File: src/rtl/synth_ctrl_pkg.sv
package synth_ctrl_pkg;
  localparam int BYTE_W   = 8;
  localparam int NBYTES   = 3;
  localparam int WORD_W   = BYTE_W * NBYTES;
  localparam int SEL_W    = 2;
  localparam int NREGS    = 1 << SEL_W;
  localparam int NSYN     = NREGS / 2;
  // main word layout
  localparam int A_W      = 7;
  localparam int B_W      = 11;
  localparam int MMODE_W  = 2;
  localparam int A_LSB    = 4;
  localparam int B_LSB    = A_LSB + A_W;
  localparam int MMODE_LSB = B_LSB + B_W;
  // reference word layout
  localparam int DIV_W    = 15;
  localparam int RMODE_W  = 5;
  localparam int DIV_LSB  = SEL_W;
  localparam int RMODE_LSB = DIV_LSB + DIV_W;

  typedef enum logic [1:0] {ST_IDLE, ST_ADDR, ST_DATA, ST_DROP} rx_state_t;

  function automatic logic [BYTE_W-1:0] strap_to_addr(input logic [2:0] code);
    case (code)
      3'd0:    return 8'hC2;
      3'd1:    return 8'hC0;
      3'd2:    return 8'hC4;
      3'd3:    return 8'hC0;
      default: return 8'hC6;
    endcase
  endfunction
endpackage

File: src/rtl/sc_addr_match.sv
module sc_addr_match
  import synth_ctrl_pkg::*;
(
  input  logic [2:0]        strap_i,
  input  logic [BYTE_W-1:0] byte_i,
  output logic              match_o
);
  always_comb match_o = (byte_i == strap_to_addr(strap_i));
endmodule

File: src/rtl/sc_word_assembler.sv
module sc_word_assembler
  import synth_ctrl_pkg::*;
(
  input  logic              clk,
  input  logic              rst_n,
  input  logic              start_i,
  input  logic              stop_i,
  input  logic              byte_take_i,
  input  logic [BYTE_W-1:0] byte_i,
  input  logic              addr_match_i,
  output logic              word_valid_o,
  output logic [WORD_W-1:0] word_o
);
  localparam int SHIFT_W = WORD_W - BYTE_W;
  localparam int CNT_W   = $clog2(NBYTES);
  localparam logic [CNT_W-1:0] LAST = CNT_W'(NBYTES - 1);

  rx_state_t          state_q;
  logic [CNT_W-1:0]   cnt_q;
  logic [SHIFT_W-1:0] shift_q;
  logic               data_byte;

  always_comb begin
    data_byte    = byte_take_i && !start_i && !stop_i && (state_q == ST_DATA);
    word_valid_o = data_byte && (cnt_q == LAST);
    word_o       = {shift_q, byte_i};
  end

  always_ff @(posedge clk) begin
    if (!rst_n) begin
      state_q <= ST_IDLE;
      cnt_q   <= '0;
      shift_q <= '0;
    end else if (start_i) begin
      state_q <= ST_ADDR;
      cnt_q   <= '0;
    end else if (stop_i) begin
      state_q <= ST_IDLE;
      cnt_q   <= '0;
    end else if (byte_take_i) begin
      case (state_q)
        ST_ADDR: begin
          state_q <= addr_match_i ? ST_DATA : ST_DROP;
          cnt_q   <= '0;
        end
        ST_DATA: begin
          shift_q <= {shift_q[SHIFT_W-BYTE_W-1:0], byte_i};
          cnt_q   <= (cnt_q == LAST) ? '0 : cnt_q + 1'b1;
        end
        default: ;
      endcase
    end
  end
endmodule

File: src/rtl/sc_reg_slot.sv
module sc_reg_slot
  import synth_ctrl_pkg::*;
#(
  parameter int SEL_CODE = 0
) (
  input  logic              clk,
  input  logic              rst_n,
  input  logic              wr_i,
  input  logic [WORD_W-1:0] word_i,
  output logic [WORD_W-1:0] word_o,
  output logic              upd_o
);
  logic hit;
  always_comb hit = wr_i && (word_i[SEL_W-1:0] == SEL_W'(SEL_CODE));

  always_ff @(posedge clk) begin
    if (!rst_n) begin
      word_o <= '0;
      upd_o  <= 1'b0;
    end else begin
      upd_o <= hit;
      if (hit) word_o <= word_i;
    end
  end
endmodule

File: src/rtl/synth_ctrl_bank.sv
module synth_ctrl_bank
  import synth_ctrl_pkg::*;
(
  input  logic                           clk,
  input  logic                           rst_n,
  input  logic                           start_i,
  input  logic                           stop_i,
  input  logic                           byte_valid_i,
  input  logic [BYTE_W-1:0]              byte_data_i,
  output logic                           byte_ready_o,
  input  logic [2:0]                     strap_i,
  output logic [NSYN-1:0][A_W-1:0]       a_count_o,
  output logic [NSYN-1:0][B_W-1:0]       b_count_o,
  output logic [NSYN-1:0][MMODE_W-1:0]   main_mode_o,
  output logic [NSYN-1:0][DIV_W-1:0]     ref_div_o,
  output logic [NSYN-1:0][RMODE_W-1:0]   ref_mode_o,
  output logic [NSYN-1:0]                main_upd_o,
  output logic [NSYN-1:0]                ref_upd_o
);
  logic              ready_q;
  logic              take;
  logic              match;
  logic              word_valid;
  logic [WORD_W-1:0] word;
  logic [WORD_W-1:0] slot_word [NREGS];
  logic [NREGS-1:0]  slot_upd;

  always_ff @(posedge clk) begin
    if (!rst_n) ready_q <= 1'b0;
    else        ready_q <= 1'b1;
  end
  assign byte_ready_o = ready_q;
  assign take = byte_valid_i && ready_q;

  sc_addr_match i_match (
    .strap_i (strap_i),
    .byte_i  (byte_data_i),
    .match_o (match)
  );

  sc_word_assembler i_asm (
    .clk          (clk),
    .rst_n        (rst_n),
    .start_i      (start_i),
    .stop_i       (stop_i),
    .byte_take_i  (take),
    .byte_i       (byte_data_i),
    .addr_match_i (match),
    .word_valid_o (word_valid),
    .word_o       (word)
  );

  for (genvar g = 0; g < NREGS; g++) begin : g_slot
    sc_reg_slot #(.SEL_CODE(g)) i_slot (
      .clk    (clk),
      .rst_n  (rst_n),
      .wr_i   (word_valid),
      .word_i (word),
      .word_o (slot_word[g]),
      .upd_o  (slot_upd[g])
    );
  end

  // synthesizer index 0 owns select codes 3/2, index 1 owns 1/0
  for (genvar s = 0; s < NSYN; s++) begin : g_syn
    localparam int MAIN_IDX = NREGS - 1 - 2 * s;
    localparam int REF_IDX  = MAIN_IDX - 1;
    assign a_count_o[s]   = slot_word[MAIN_IDX][A_LSB +: A_W];
    assign b_count_o[s]   = slot_word[MAIN_IDX][B_LSB +: B_W];
    assign main_mode_o[s] = slot_word[MAIN_IDX][MMODE_LSB +: MMODE_W];
    assign ref_div_o[s]   = slot_word[REF_IDX][DIV_LSB +: DIV_W];
    assign ref_mode_o[s]  = slot_word[REF_IDX][RMODE_LSB +: RMODE_W];
    assign main_upd_o[s]  = slot_upd[MAIN_IDX];
    assign ref_upd_o[s]   = slot_upd[REF_IDX];
  end
endmodule

File: config.mk
export PLATFORM = sky130hd
export DESIGN_NAME = synth_ctrl_bank
export DESIGN_NICKNAME = d
export VERILOG_FILES = /design/src/rtl/synth_ctrl_pkg.sv /design/src/rtl/sc_addr_match.sv /design/src/rtl/sc_word_assembler.sv /design/src/rtl/sc_reg_slot.sv /design/src/rtl/synth_ctrl_bank.sv
export SDC_FILE = /design/constraint.sdc
export NUM_CORES = 1
export LEC_CHECK = 0
export ABC_AREA = 1
export BUFFER_PORTS_ARGS = -buffer_cell sky130_fd_sc_hd__buf_2
export CAP_MARGIN = 20
export CORE_UTILIZATION = 49
export CTS_BUF_LIST = sky130_fd_sc_hd__clkbuf_8
export CTS_CLUSTER_DIAMETER = 120
export DETAILED_ROUTE_END_ITERATION = 10
export PLACE_DENSITY = 0.78
export SLEW_MARGIN = 20
export SYNTH_ARGS = -nofsm -noshare
export SYNTH_HDL_FRONTEND = slang
export SYNTH_SLANG_ARGS = --single-unit
File: constraint.sdc
create_clock -name clk -period 1.47 [get_ports clk]
set_input_delay 0.0735 -clock clk [delete_from_list [all_inputs] [get_ports clk]]
set_output_delay 0.0735 -clock clk [all_outputs]
set_load 0.02 [all_outputs]
==> reports/qor.txt, run 1 <==
Post-synth EDFFs -> 0
Power Density -> 1050 mW/mm²
I/O pin count -> 101
commonest cells in the netlist -> nand2_1, dfxtp_1, a21oi_1, nor2_1, nand3_1
Clock Path Buffers -> 2
die width -> 92.1 µm
kind of critical path -> register to register
Critical Path RT -> 1780 ps
Yosys warnings -> 0
crit path time final -> 1460 ps
top_reg_cell synth -> dfxtp_1
area grow syn2layout -> 25.2%
Placed Area -> 0.00457 mm²
reg2reg end -> g_slot[0].i_slot.word_o[3]$_SDFFE_PN0P_
Core ar. -> 0.00781 mm²
DRC -> 0
Top Layer Used -> met4
worst min path class -> input port to register
H-tree depth -> 3
Initial Util -> 50.9%
largest net degree at the start of global routing -> 44
WL final -> 10900 µm
Synth Cell Area -> 0.00398 mm²
most common cell in the netlist -> nand2_1
hold slack -> 29.2 ps
syn_area_per_cell -> 7.60 µm²
Pre-antenna DRT Iters -> 5
PortBufs -> 100
Via density -> 5.24
Pleak -> 2.29 nW
Cells after Synth -> 523
status -> complete, no violations
hold path endpoint -> g_slot[2].i_slot.word_o[2]$_SDFFE_PN0P_
initial antenna violation count -> 0
first-pass GRT wire length -> 16400 µm
register area -> 0.00211 mm²
met1 WL -> 4670 µm
Layout Cell Area excl Fill -> 0.00498 mm²
sequential share of the synthesized area -> 52.9%
flop-to-flop setup slack -> 5 ps
syn nets -> 541
R2R depth -> 10
CTS tree -> yes
ant diodes -> 0
CP Capture Type -> register
Max-Slew Margin vs Limit -> 68.3%
Clock Latency Late Sink -> 370 ps
area of the die -> 0.00848 mm²
clock-pin slew on the worst setup and hold paths -> 90 ps
final setup fails -> 0
fillers -> 658
total of max-cap violations -> 0
WL/cell -> 15.0 µm
number of global-route vias before repair -> 3372
GRT Util Overall -> 24.9%
Tightest Pin Transition -> 474 ps
FF-to-FF Start -> i_asm.state_q[0]$_SDFFE_PN0P_
number of clock sinks -> 105
type of origin of the critical path -> register
share of cells above drive strength 1 -> 24.8%
TritonCTS Buffers -> 9
Iteration-0 DRC Markers -> 315
via count -> 3807
RePlAce Congestion -> 0.783
Antenna Violating Nets Remaining -> 0
Cell Rows -> 32
share of flip-flops with an asynchronous set or reset -> 0%
Fmax -> 0.683 GHz
Finished Layout Cells -> 726
cell accounting for the most synthesized area -> dfxtp_1
Seq cells post-synth -> 105
ranking of synthesized cells by area -> dfxtp_1, nand2_1, a21oi_1
NumNets Final -> 637
area of the multi-input gates -> 0.00159 mm²
peak supply drop -> 0.634 mV
Max Slew Vio Count -> 0
Placed Cells -> 704
Yosys cell types -> 22
final worst-path cycle share -> 99.6%
RSZ-0062 raised after global routing -> true
final hold viol count -> 0
DP Wirelength -> 6990 µm
Yosys top cell area share -> 52.9%
root buf cell -> clkbuf_8
met2 WL -> 5130 µm
grt total ovfl -> 0
Die H -> 92.1 µm
Total Power -> 5.21 mW
Final Skew -> 8.01 ps
crit path DAT -> 1780 ps
Routed met3 length -> 828 µm
Hold Startpoint -> byte_data_i[2]
Worst Hold Depth -> 3
CP max FO -> 6
==> layout by cell type, fill, tap and decap left out, types with 4 or more instances in the layout <==
| cell | count |
|---|---|
| a21oi_1 | 75 |
| buf_12 | 4 |
| buf_2 | 101 |
| buf_4 | 8 |
| clkbuf_8 | 10 |
| dfxtp_1 | 102 |
| inv_1 | 39 |
| nand2_1 | 133 |
| nand3_1 | 47 |
| nor2_1 | 49 |
| o21ai_0 | 19 |
==> state kept, by name (all words and copies together) (netlist names) <==
name                  flops
g_slot.i_slot.word_o     80
i_asm.shift_q            16
g_slot.i_slot.upd_o       4
i_asm.cnt_q               2
i_asm.state_q             2
byte_ready_o              1
==> final cells by class <==
type | instances | share of cell area (%)
well taps | 102 | 2.56
clock buffers | 10 | 2.76
repair buffers | 119 | 14.8
multi-input cells | 340 | 31.9
clock inverters | 6 | 2.26
inverters | 44 | 3.42
flip-flops and latches | 105 | 42.3
==> logic make-up (layout without fill, tap and decap cells) <==
group / after synthesis / after routing / synth area share (%)
flip-flops: 105 / 105 / 52.9
buffers and inverters: 78 / 179 / 8.50
AO/OA/AOI/OAI: 98 / 98 / 12.4
AND/OR/NAND/NOR: 240 / 240 / 25.6
adder cells (fa/ha/maj): 2 / 2 / 0.629
==> worst max path at each step <==
| stage | from | end | slack (ps) | cells after the start |
|---|---|---|---|---|
| after floorplan | byte_ready_o$_DFF_P_ | g_slot[0].i_slot.word_o[10]$_SDFFE_PN0P_ | 50 | 8 |
| after global placement | i_asm.state_q[0]$_SDFFE_PN0P_ | g_slot[0].i_slot.word_o[8]$_SDFFE_PN0P_ | 60 | 7 |
| after detailed placement | i_asm.state_q[0]$_SDFFE_PN0P_ | g_slot[0].i_slot.word_o[4]$_SDFFE_PN0P_ | -0.3 | 7 |
| after CTS | i_asm.state_q[0]$_SDFFE_PN0P_ | g_slot[0].i_slot.word_o[4]$_SDFFE_PN0P_ | -10 | 7 |
| after global routing | i_asm.cnt_q[0]$_SDFFE_PP0P_ | g_slot[3].i_slot.word_o[23]$_SDFFE_PN0P_ | -70 | 8 |
| final | i_asm.state_q[0]$_SDFFE_PN0P_ | g_slot[0].i_slot.word_o[3]$_SDFFE_PN0P_ | 5 | 10 |
==> stage by stage <==
stage          TNS (ps)  setup WS (ps)  util [%]
2_1_floorplan         0           51.8         -
3_3_place_gp          0           56.6      58.5
3_5_place_dp     -0.316         -0.316      58.5
4_1_cts           -33.0          -9.98      62.0
5_1_grt           -1070          -65.7      63.8
6_report              0           5.28      63.8
==> critical path, stage by stage (launching register included) <==
cell     delay, ps
dfxtp_2        340
inv_2           70
ha_4           140
nand3_4         90
nor2_4         200
buf_12         160
buf_8          120
nand3_4         70
nor2_2         120
nand2_1         60
nand2_1         50
==> layer usage <==
| layer | GRT usage (%) | vias to the layer above |
|---|---|---|
| met5 | 0 | - |
| met4 | 11.1 | 0 |
| met3 | 4.15 | 30 |
| met2 | 39.6 | 179 |
| met1 | 33.3 | 1745 |
| li1 | - | 1853 |
==> power by group <==
group | switching, mW | internal (mW)
logic | 0.135 | 0.0489
clock network | 0.987 | 1.18
registers | 0.00322 | 2.85
total | 1.13 | 4.08
==> what timing repair did <==
item	4_1_cts	5_1_grt
setup buffers	0	2
hold buffers	2	0
pin swaps	0	7
gates resized for setup	0	22
setup endpoints to repair	7	67
hold endpoints to repair	3	0
gates cloned	0	2
No activity file was read; power rests on OpenSTA's default activity.
==> inputs of run 2 (changes only) <==
--- a/config.mk
+++ b/config.mk
@@ -13,6 +13,7 @@
 export CTS_CLUSTER_DIAMETER = 120
 export DETAILED_ROUTE_END_ITERATION = 10
 export PLACE_DENSITY = 0.78
+export REMOVE_ABC_BUFFERS = 1
 export SLEW_MARGIN = 20
 export SYNTH_ARGS = -nofsm -noshare
 export SYNTH_HDL_FRONTEND = slang
==> run 2 against run 1 <==
Combinational power hardly changed. Power is 11% lower. First-iteration DRC count is 56% lower.
==> reports/qor.txt, run 2 (synthesis gave the netlist of run 1 again) <==
worst min path class -> input port to register (unchanged)
WL/cell -> 13.9 µm (was 15.0 µm)
Crit. path cell count -> 9 (was 10)
first-pass GRT wire length -> 16200 µm (was 16400 µm)
Clock Path Buffers -> 2 (unchanged)
final hold viol count -> 0 (unchanged)
final worst-path cycle share -> 97.2% (was 99.6%)
CP max FO -> 7 (was 6)
type of origin of the critical path -> register (unchanged)
total of max-cap violations -> 0 (unchanged)
largest net degree at the start of global routing -> 43 (was 44)
RePlAce Congestion -> 0.853 (was 0.783)
DRC -> 0 (unchanged)
Initial Util -> 50.9% (unchanged)
Pre-antenna DRT Iters -> 5 (unchanged)
most frequent cells in the layout -> nand2_1, dfxtp_1, buf_2 (unchanged)
Core ar. -> 0.00781 mm² (unchanged)
status -> complete, no violations (unchanged)
ant diodes -> 0 (unchanged)
share of cells above drive strength 1 -> 25.7% (was 24.8%)
Iteration-0 DRC Markers -> 139 (was 315)
area of the die -> 0.00848 mm² (unchanged)
Critical Path Source -> i_asm.state_q[0]$_SDFFE_PN0P_ (unchanged)
CP cell instances -> inv_2 > ha_4 > nand3_4 > nor2_4 > buf_12 > nand2_2 > buf_4 > nand2_1 > a21oi_1 (was inv_2 > ha_4 > nand3_4 > nor2_4 > buf_12 > buf_8 > nand3_4 > nor2_2 > nand2_1 > nand2_1)
root buf cell -> clkbuf_8 (unchanged)
CP peak stage delay -> 350 ps (was 340 ps)
Power Density -> 923 mW/mm² (was 1050 mW/mm²)
crit path DAT -> 1680 ps (was 1780 ps)
Die H -> 92.1 µm (unchanged)
Placed Area -> 0.00463 mm² (was 0.00457 mm²)
PortBufs -> 100 (unchanged)
fillers -> 684 (was 658)
Top reg by flops -> g_slot.i_slot.word_o (unchanged)
DP Wirelength -> 6840 µm (was 6990 µm)
initial antenna violation count -> 0 (unchanged)
CTS tree -> yes (unchanged)
GRT Util Overall -> 24.2% (was 24.9%)
most common cell after layout, fill and taps aside -> nand2_1 (unchanged)
CP bufs+invs -> 3 (unchanged)
Via density -> 5.06 (was 5.24)
reg2reg end -> g_slot[1].i_slot.word_o[10]$_SDFFE_PN0P_ (was g_slot[0].i_slot.word_o[3]$_SDFFE_PN0P_)
TNS Setup -> 0 ps (unchanged)
Antenna Violating Nets Remaining -> 0 (unchanged)
kind of critical path -> register to register (unchanged)
crit path time final -> 1430 ps (was 1460 ps)
die width -> 92.1 µm (unchanged)
FF-to-FF Start -> i_asm.state_q[0]$_SDFFE_PN0P_ (unchanged)
CP Capture Type -> register (unchanged)
NumNets Final -> 650 (was 637)
H-tree depth -> 3 (unchanged)
Total Power -> 4.62 mW (was 5.21 mW)
WL final -> 10300 µm (was 10900 µm)
Pleak -> 2.31 nW (was 2.29 nW)
Tightest Pin Transition -> 438 ps (was 474 ps)
flop-to-flop setup slack -> 40 ps (was 5 ps)
Fmax -> 0.700 GHz (was 0.683 GHz)
max FFs per register -> 80 (unchanged)
via count -> 3739 (was 3807)
Max Slew Vio Count -> 0 (unchanged)
Critical Path RT -> 1720 ps (was 1780 ps)
number of clock sinks -> 105 (unchanged)
clock-pin slew on the worst setup and hold paths -> 90 ps (about the same)
CP endpoint -> g_slot[1].i_slot.word_o[10]$_SDFFE_PN0P_ (was g_slot[0].i_slot.word_o[3]$_SDFFE_PN0P_)
Final Skew -> 7.58 ps (was 8.01 ps)
biggest regs -> g_slot.i_slot.word_o x80, i_asm.shift_q x16, g_slot.i_slot.upd_o x4 (unchanged)
Max-Slew Margin vs Limit -> 70.8% (was 68.3%)
Crit-path slowest cell -> dfxtp_2 (unchanged)
Cell Rows -> 32 (unchanged)
TritonCTS Buffers -> 9 (unchanged)
grt total ovfl -> 0 (unchanged)
Layout Cell Area excl Fill -> 0.00501 mm² (was 0.00498 mm²)
RSZ-0062 raised after global routing -> true (unchanged)
delay-heaviest family, CP -> buffers and inverters (was simple AND/OR/NAND/NOR gates)
number of global-route vias before repair -> 3330 (was 3372)
final setup fails -> 0 (unchanged)
area grow syn2layout -> 25.9% (was 25.2%)
Clock Latency Late Sink -> 360 ps (was 370 ps)
peak supply drop -> 0.467 mV (was 0.634 mV)
R2R depth -> 9 (was 10)
I/O pin count -> 101 (unchanged)
==> run 2: cell types whose count changed in the layout (fill, tap and decap cells not counted), sizes merged <==
cell,delta
bufinv,-3
buf,+11
clkinvlp,+1
clkbuf,+1
clkinv,+3
inv,-1
dlygate4sd3,+1
==> run 2: metrics by stage <==
stage,setup WS [ps],hold slack [ps],std cells,util (%)
3_3_place_gp,19.0,344,714,59.2
6_report,41.5,6.05,739,64.1
5_1_grt,-42.3,9.86,739,64.1
4_1_cts,-4.26,3.97,735,62.3
2_1_floorplan,-670,101,489,-
3_5_place_dp,-35.5,341,714,59.2
==> run 2: power by group <==
group          internal, mW  switching, mW
logic                0.0532          0.132
clock network         0.651          0.937
registers              2.85        0.00356
==> run 2: worst min path at each step <==
stage,end,slack (ps),startpoint,cells after the start
3_5_place_dp,g_slot[0].i_slot.word_o[3]$_SDFFE_PN0P_,340,byte_data_i[3],3
3_3_place_gp,g_slot[2].i_slot.word_o[3]$_SDFFE_PN0P_,340,byte_data_i[3],3
4_1_cts,i_asm.state_q[0]$_SDFFE_PN0P_,4,stop_i,4
2_1_floorplan,byte_ready_o$_DFF_P_,100,rst_n,0
6_report,i_asm.state_q[0]$_SDFFE_PN0P_,6,stop_i,4
5_1_grt,i_asm.state_q[0]$_SDFFE_PN0P_,10,stop_i,4
==> run 2: final cells by class <==
cell class | instances | area (µm²) | share of cell area (%)
Sequential cell | 105 | 2100 | 42.0
Timing Repair Buffer | 132 | 842 | 16.8
Multi-Input combinational cell | 340 | 1590 | 31.7
Tap cell | 102 | 128 | 2.55
Clock inverter | 6 | 35.0 | 0.700
Clock buffer | 10 | 138 | 2.75
Inverter | 44 | 173 | 3.45
==> run 2: what timing repair did <==
action | in CTS | in global routing
gates resized for setup | 5 | 16
hold endpoints to repair | 4 | 0
hold buffers | 3 | 0
setup endpoints to repair | 40 | 76
cloned | 0 | 2
setup buffers | 2 | 2
pin swaps | 1 | 4
==> run 2: worst register-to-register path, cell delays in order, from the launching register on <==
cell and delay (ps):
dfxtp_2 350, inv_2 70, ha_4 140, nand3_4 110, nor2_4 120, buf_12 150
nand2_2 60, buf_4 170, nand2_1 80, a21oi_1 60
==> run 2: metal layers <==
metal  global-route usage (%)  wire length, µm  vias to the layer above
met5                        0                0                        -
met4                     8.98              208                        0
met3                     4.81              577                       19
met2                     39.4             4970                      115
met1                     31.5             4500                     1721
li1                         -                -                     1884
==> inputs of run 3 (changes only) <==
--- a/config.mk
+++ b/config.mk
@@ -5,14 +5,15 @@
 export SDC_FILE = /design/constraint.sdc
 export NUM_CORES = 1
 export LEC_CHECK = 0
-export ABC_AREA = 1
 export BUFFER_PORTS_ARGS = -buffer_cell sky130_fd_sc_hd__buf_2
 export CAP_MARGIN = 20
-export CORE_UTILIZATION = 49
+export CELL_PAD_IN_SITES_DETAIL_PLACEMENT = 1
+export CELL_PAD_IN_SITES_GLOBAL_PLACEMENT = 2
+export CORE_UTILIZATION = 29
 export CTS_BUF_LIST = sky130_fd_sc_hd__clkbuf_8
 export CTS_CLUSTER_DIAMETER = 120
 export DETAILED_ROUTE_END_ITERATION = 10
-export PLACE_DENSITY = 0.78
+export PLACE_DENSITY_LB_ADDON = 0.1
 export REMOVE_ABC_BUFFERS = 1
 export SLEW_MARGIN = 20
 export SYNTH_ARGS = -nofsm -noshare
==> run 3 against run 2 <==
The run now ends with setup timing left. Utilization is 20 points lower. Global-route usage fell by 6.7 points. Largest cell class unchanged. Synthesized cell count shrank 8.0%.
==> reports/qor.txt, run 3 <==
Core ar. -> 0.0135 mm² (was 0.00781 mm²)
final hold viol count -> 0 (unchanged)
Initial Util -> 30.2% (was 50.9%)
max FFs per register -> 80 (unchanged)
most common cell after layout, fill and taps aside -> nand2_1 (unchanged)
Critical Path RT -> 1740 ps (was 1720 ps)
failing checks -> setup timing
Pre-antenna DRT Iters -> 4 (was 5)
NumNets Final -> 630 (was 650)
Seq cells post-synth -> 105 (unchanged)
CP Capture Type -> register (unchanged)
CP max FO -> 10 (was 7)
GR Util met1 -> 23.3% (was 31.5%)
Cells after Synth -> 481 (was 523)
Clock Latency Late Sink -> 380 ps (was 360 ps)
Max Slew Vio Count -> 0 (unchanged)
top_reg_cell synth -> dfxtp_1 (unchanged)
type of origin of the critical path -> register (unchanged)
worst min path class -> input port to register (unchanged)
status -> finished, violations left (was complete, no violations)
clock-pin slew on the worst setup and hold paths -> 100 ps (was 90 ps)
Synth Cell Area -> 0.00408 mm² (was 0.00398 mm²)
area grow syn2layout -> 45.1% (was 25.9%)
R2R depth -> 8 (was 9)
Critical Path Source -> i_asm.state_q[0]$_SDFFE_PN0P_ (unchanged)
TritonCTS Buffers -> 9 (unchanged)
most common cell in the netlist -> nand2_1 (unchanged)
commonest cells in the netlist -> nand2_1, dfxtp_1, nand3_1, o21ai_0, clkbuf_1 (was nand2_1, dfxtp_1, a21oi_1, nor2_1, nand3_1)
Final WS setup -> -478 ps (was 41.5 ps)
largest family of logic cells by synthesized area -> simple AND/OR/NAND/NOR gates (unchanged)
FF-to-FF Start -> i_asm.state_q[0]$_SDFFE_PN0P_ (unchanged)
RSZ-0062 raised after global routing -> true (unchanged)
peak supply drop -> 0.492 mV (was 0.467 mV)
met2 Usage GRT -> 27.2% (was 39.4%)
crit path time final -> 1950 ps (was 1430 ps)
mux contribution to synthesized area -> 0% (unchanged)
area of the die -> 0.0146 mm² (was 0.00848 mm²)
Synth Area in Simple Gates -> 27.1% (was 25.6%)
I/O pin count -> 101 (unchanged)
most frequent cells in the layout -> nand2_1, dfxtp_1, buf_2 (unchanged)
CP endpoint -> g_slot[2].i_slot.word_o[11]$_SDFFE_PN0P_ (was g_slot[1].i_slot.word_o[10]$_SDFFE_PN0P_)
largest net degree at the start of global routing -> 109 (was 43)
met3 Use GR -> 3.58% (was 4.81%)
Finished Layout Cells -> 793 (was 739)
share of cells above drive strength 1 -> 41.3% (was 25.7%)
Top reg by flops -> g_slot.i_slot.word_o (unchanged)
Placed Cells -> 740 (was 714)
Antenna Violating Nets Remaining -> 0 (unchanged)
first-pass GRT wire length -> 19400 µm (was 16200 µm)
cell accounting for the most synthesized area -> dfxtp_1 (unchanged)
CTS tree -> yes (unchanged)
WL final -> 14400 µm (was 10300 µm)
Iteration-0 DRC Markers -> 234 (was 139)
Hold Startpoint -> byte_valid_i (was stop_i)
DP Wirelength -> 7620 µm (was 6840 µm)
DRC -> 0 (unchanged)
Via density -> 4.86 (was 5.06)
kind of critical path -> register to register (unchanged)
reg2reg end -> g_slot[2].i_slot.word_o[11]$_SDFFE_PN0P_ (was g_slot[1].i_slot.word_o[10]$_SDFFE_PN0P_)
initial antenna violation count -> 0 (unchanged)
Final Skew -> 8.66 ps (was 7.58 ps)
sequential share of the synthesized area -> 51.5% (was 52.9%)
via count -> 3857 (was 3739)
Layout Cell Area excl Fill -> 0.00592 mm² (was 0.00501 mm²)
Yosys top cell area share -> 51.5% (was 52.9%)
fillers -> 1573 (was 684)
Yosys warnings -> 0 (unchanged)
Post-Synth Adder-Cell Area -> 0.613% (was 0.629%)
root buf cell -> clkbuf_8 (unchanged)
grt total ovfl -> 0 (unchanged)
crit path DAT -> 2220 ps (was 1680 ps)
syn_area_per_cell -> 8.49 µm² (was 7.60 µm²)
Synth Area in Compound Gates -> 15.1% (was 12.4%)
Cell Rows -> 42 (was 32)
Power Density -> 877 mW/mm² (was 923 mW/mm²)
Placed Area -> 0.00486 mm² (was 0.00463 mm²)
Post-synth EDFFs -> 0 (unchanged)
Max-Slew Margin vs Limit -> 55.9% (was 70.8%)
final setup fails -> 100 (was 0)
WL/cell -> 18.2 µm (was 13.9 µm)
gr busiest metal -> met2 (unchanged)
die width -> 121 µm (was 92.1 µm)
GRT Util Overall -> 17.5% (was 24.2%)
Tightest Pin Transition -> 662 ps (was 438 ps)
number of global-route vias before repair -> 3587 (was 3330)
ant diodes -> 0 (unchanged)
Clock Path Buffers -> 2 (unchanged)
PortBufs -> 100 (unchanged)
biggest regs -> g_slot.i_slot.word_o x80, i_asm.shift_q x16, g_slot.i_slot.upd_o x4 (unchanged)
Post-Synth XOR/XNOR Area -> 0.215% (was 0%)
Pleak -> 2.35 nW (was 2.31 nW)
number of clock sinks -> 105 (unchanged)
RePlAce Congestion -> 0.774 (was 0.853)
Yosys cell types -> 31 (was 22)
final worst-path cycle share -> 133% (was 97.2%)
Die H -> 121 µm (was 92.1 µm)
ranking of synthesized cells by area -> dfxtp_1, nand2_1, nand3_1 (was dfxtp_1, nand2_1, a21oi_1)
Fmax -> 0.513 GHz (was 0.700 GHz)
share of flip-flops with an asynchronous set or reset -> 0% (unchanged)
H-tree depth -> 3 (unchanged)
flop-to-flop setup slack -> -480 ps (was 40 ps)
total of max-cap violations -> 0 (unchanged)
-- run 3: cell types whose count changed after synthesis, moves of 15 or more --
cell	before	now
inv_1	41	2
nand3_2	2	20
o21ai_0	19	56
nand3_1	47	62
a21oi_1	78	19
o21ai_2	0	20
nor2_1	49	9
nand2_1	134	115
-- run 3: timing repair --
item,in CTS,in global routing
resized for setup,60,62
endpoints found under the setup margin,100,100
setup buffers,5,6
hold endpoints to repair,17,0
hold buffers,7,0
pin swaps,12,19
cloned,4,15
-- run 3: cell families (layout without fill, tap and decap cells) --
family | count (synthesis) | after routing
and+or+nand+nor | 222 | 222
adders and majority gates | 2 | 2
AOI/OAI and AO/OA | 106 | 106
xor gates and xnor gates | 1 | 1
DFF | 105 | 105
buffers and inverters | 45 | 181
-- run 3: layout make-up --
cell class / count / area, µm² / area share [%]
Sequential cell: 105 / 2100 / 35.5
Multi-Input combinational cell: 331 / 1950 / 33.0
Timing Repair Buffer: 162 / 1400 / 23.7
Tap cell: 176 / 220 / 3.72
Clock buffer: 11 / 151 / 2.56
Clock inverter: 5 / 78.8 / 1.33
Inverter: 3 / 11.3 / 0.190
-- run 3: power breakdown --
| group | internal (mW) | switching [mW] |
|---|---|---|
| Combinational | 0.0826 | 0.161 |
| Clock | 1.05 | 1.05 |
| Sequential | 2.85 | 0.00275 |
-- run 3: worst min path at each step --
| stage | cells after the start | slack [ps] | to |
|---|---|---|---|
| 3_5_place_dp | 3 | 370 | g_slot[0].i_slot.upd_o$_SDFF_PN0_ |
| 4_1_cts | 3 | 7 | i_asm.state_q[1]$_SDFFE_PP0P_ |
| 3_3_place_gp | 3 | 370 | g_slot[0].i_slot.upd_o$_SDFF_PN0_ |
| 5_1_grt | 3 | 60 | i_asm.state_q[1]$_SDFFE_PP0P_ |
| 2_1_floorplan | 0 | 100 | byte_ready_o$_DFF_P_ |
| 6_report | 3 | 60 | i_asm.state_q[1]$_SDFFE_PP0P_ |
-- run 3: layer usage --
| layer | vias up | wire [µm] |
|---|---|---|
| met2 | 80 | 6610 |
| li1 | 1888 | - |
| met3 | 14 | 530 |
| met1 | 1875 | 7040 |
| met5 | - | 0 |
| met4 | 0 | 225 |
-- run 3: critical path: stages (launching register included) --
cell,delay [ps]
dfxtp_2,340
inv_2,80
ha_4,130
or3b_4,390
buf_8,150
nor4_4,250
buf_6,200
buf_6,200
o21ai_0,100
-- run 3: per-stage QoR --
| stage | total power [mW] | hold slack (ps) | TNS (ps) | setup WS, ps | utilization [%] |
|---|---|---|---|---|---|
| 3_5_place_dp | 3.12 | 375 | -47680 | -532 | 36.0 |
| 3_3_place_gp | 3.11 | 374 | -42780 | -476 | 36.0 |
| 5_1_grt | 5.38 | 60.0 | -46180 | -560 | 43.8 |
| 2_1_floorplan | 2.96 | 101 | -106920 | -1480 | - |
| 4_1_cts | 5.22 | 7.40 | -40230 | -494 | 40.2 |
| 6_report | 5.19 | 57.7 | -38600 | -478 | 43.8 |
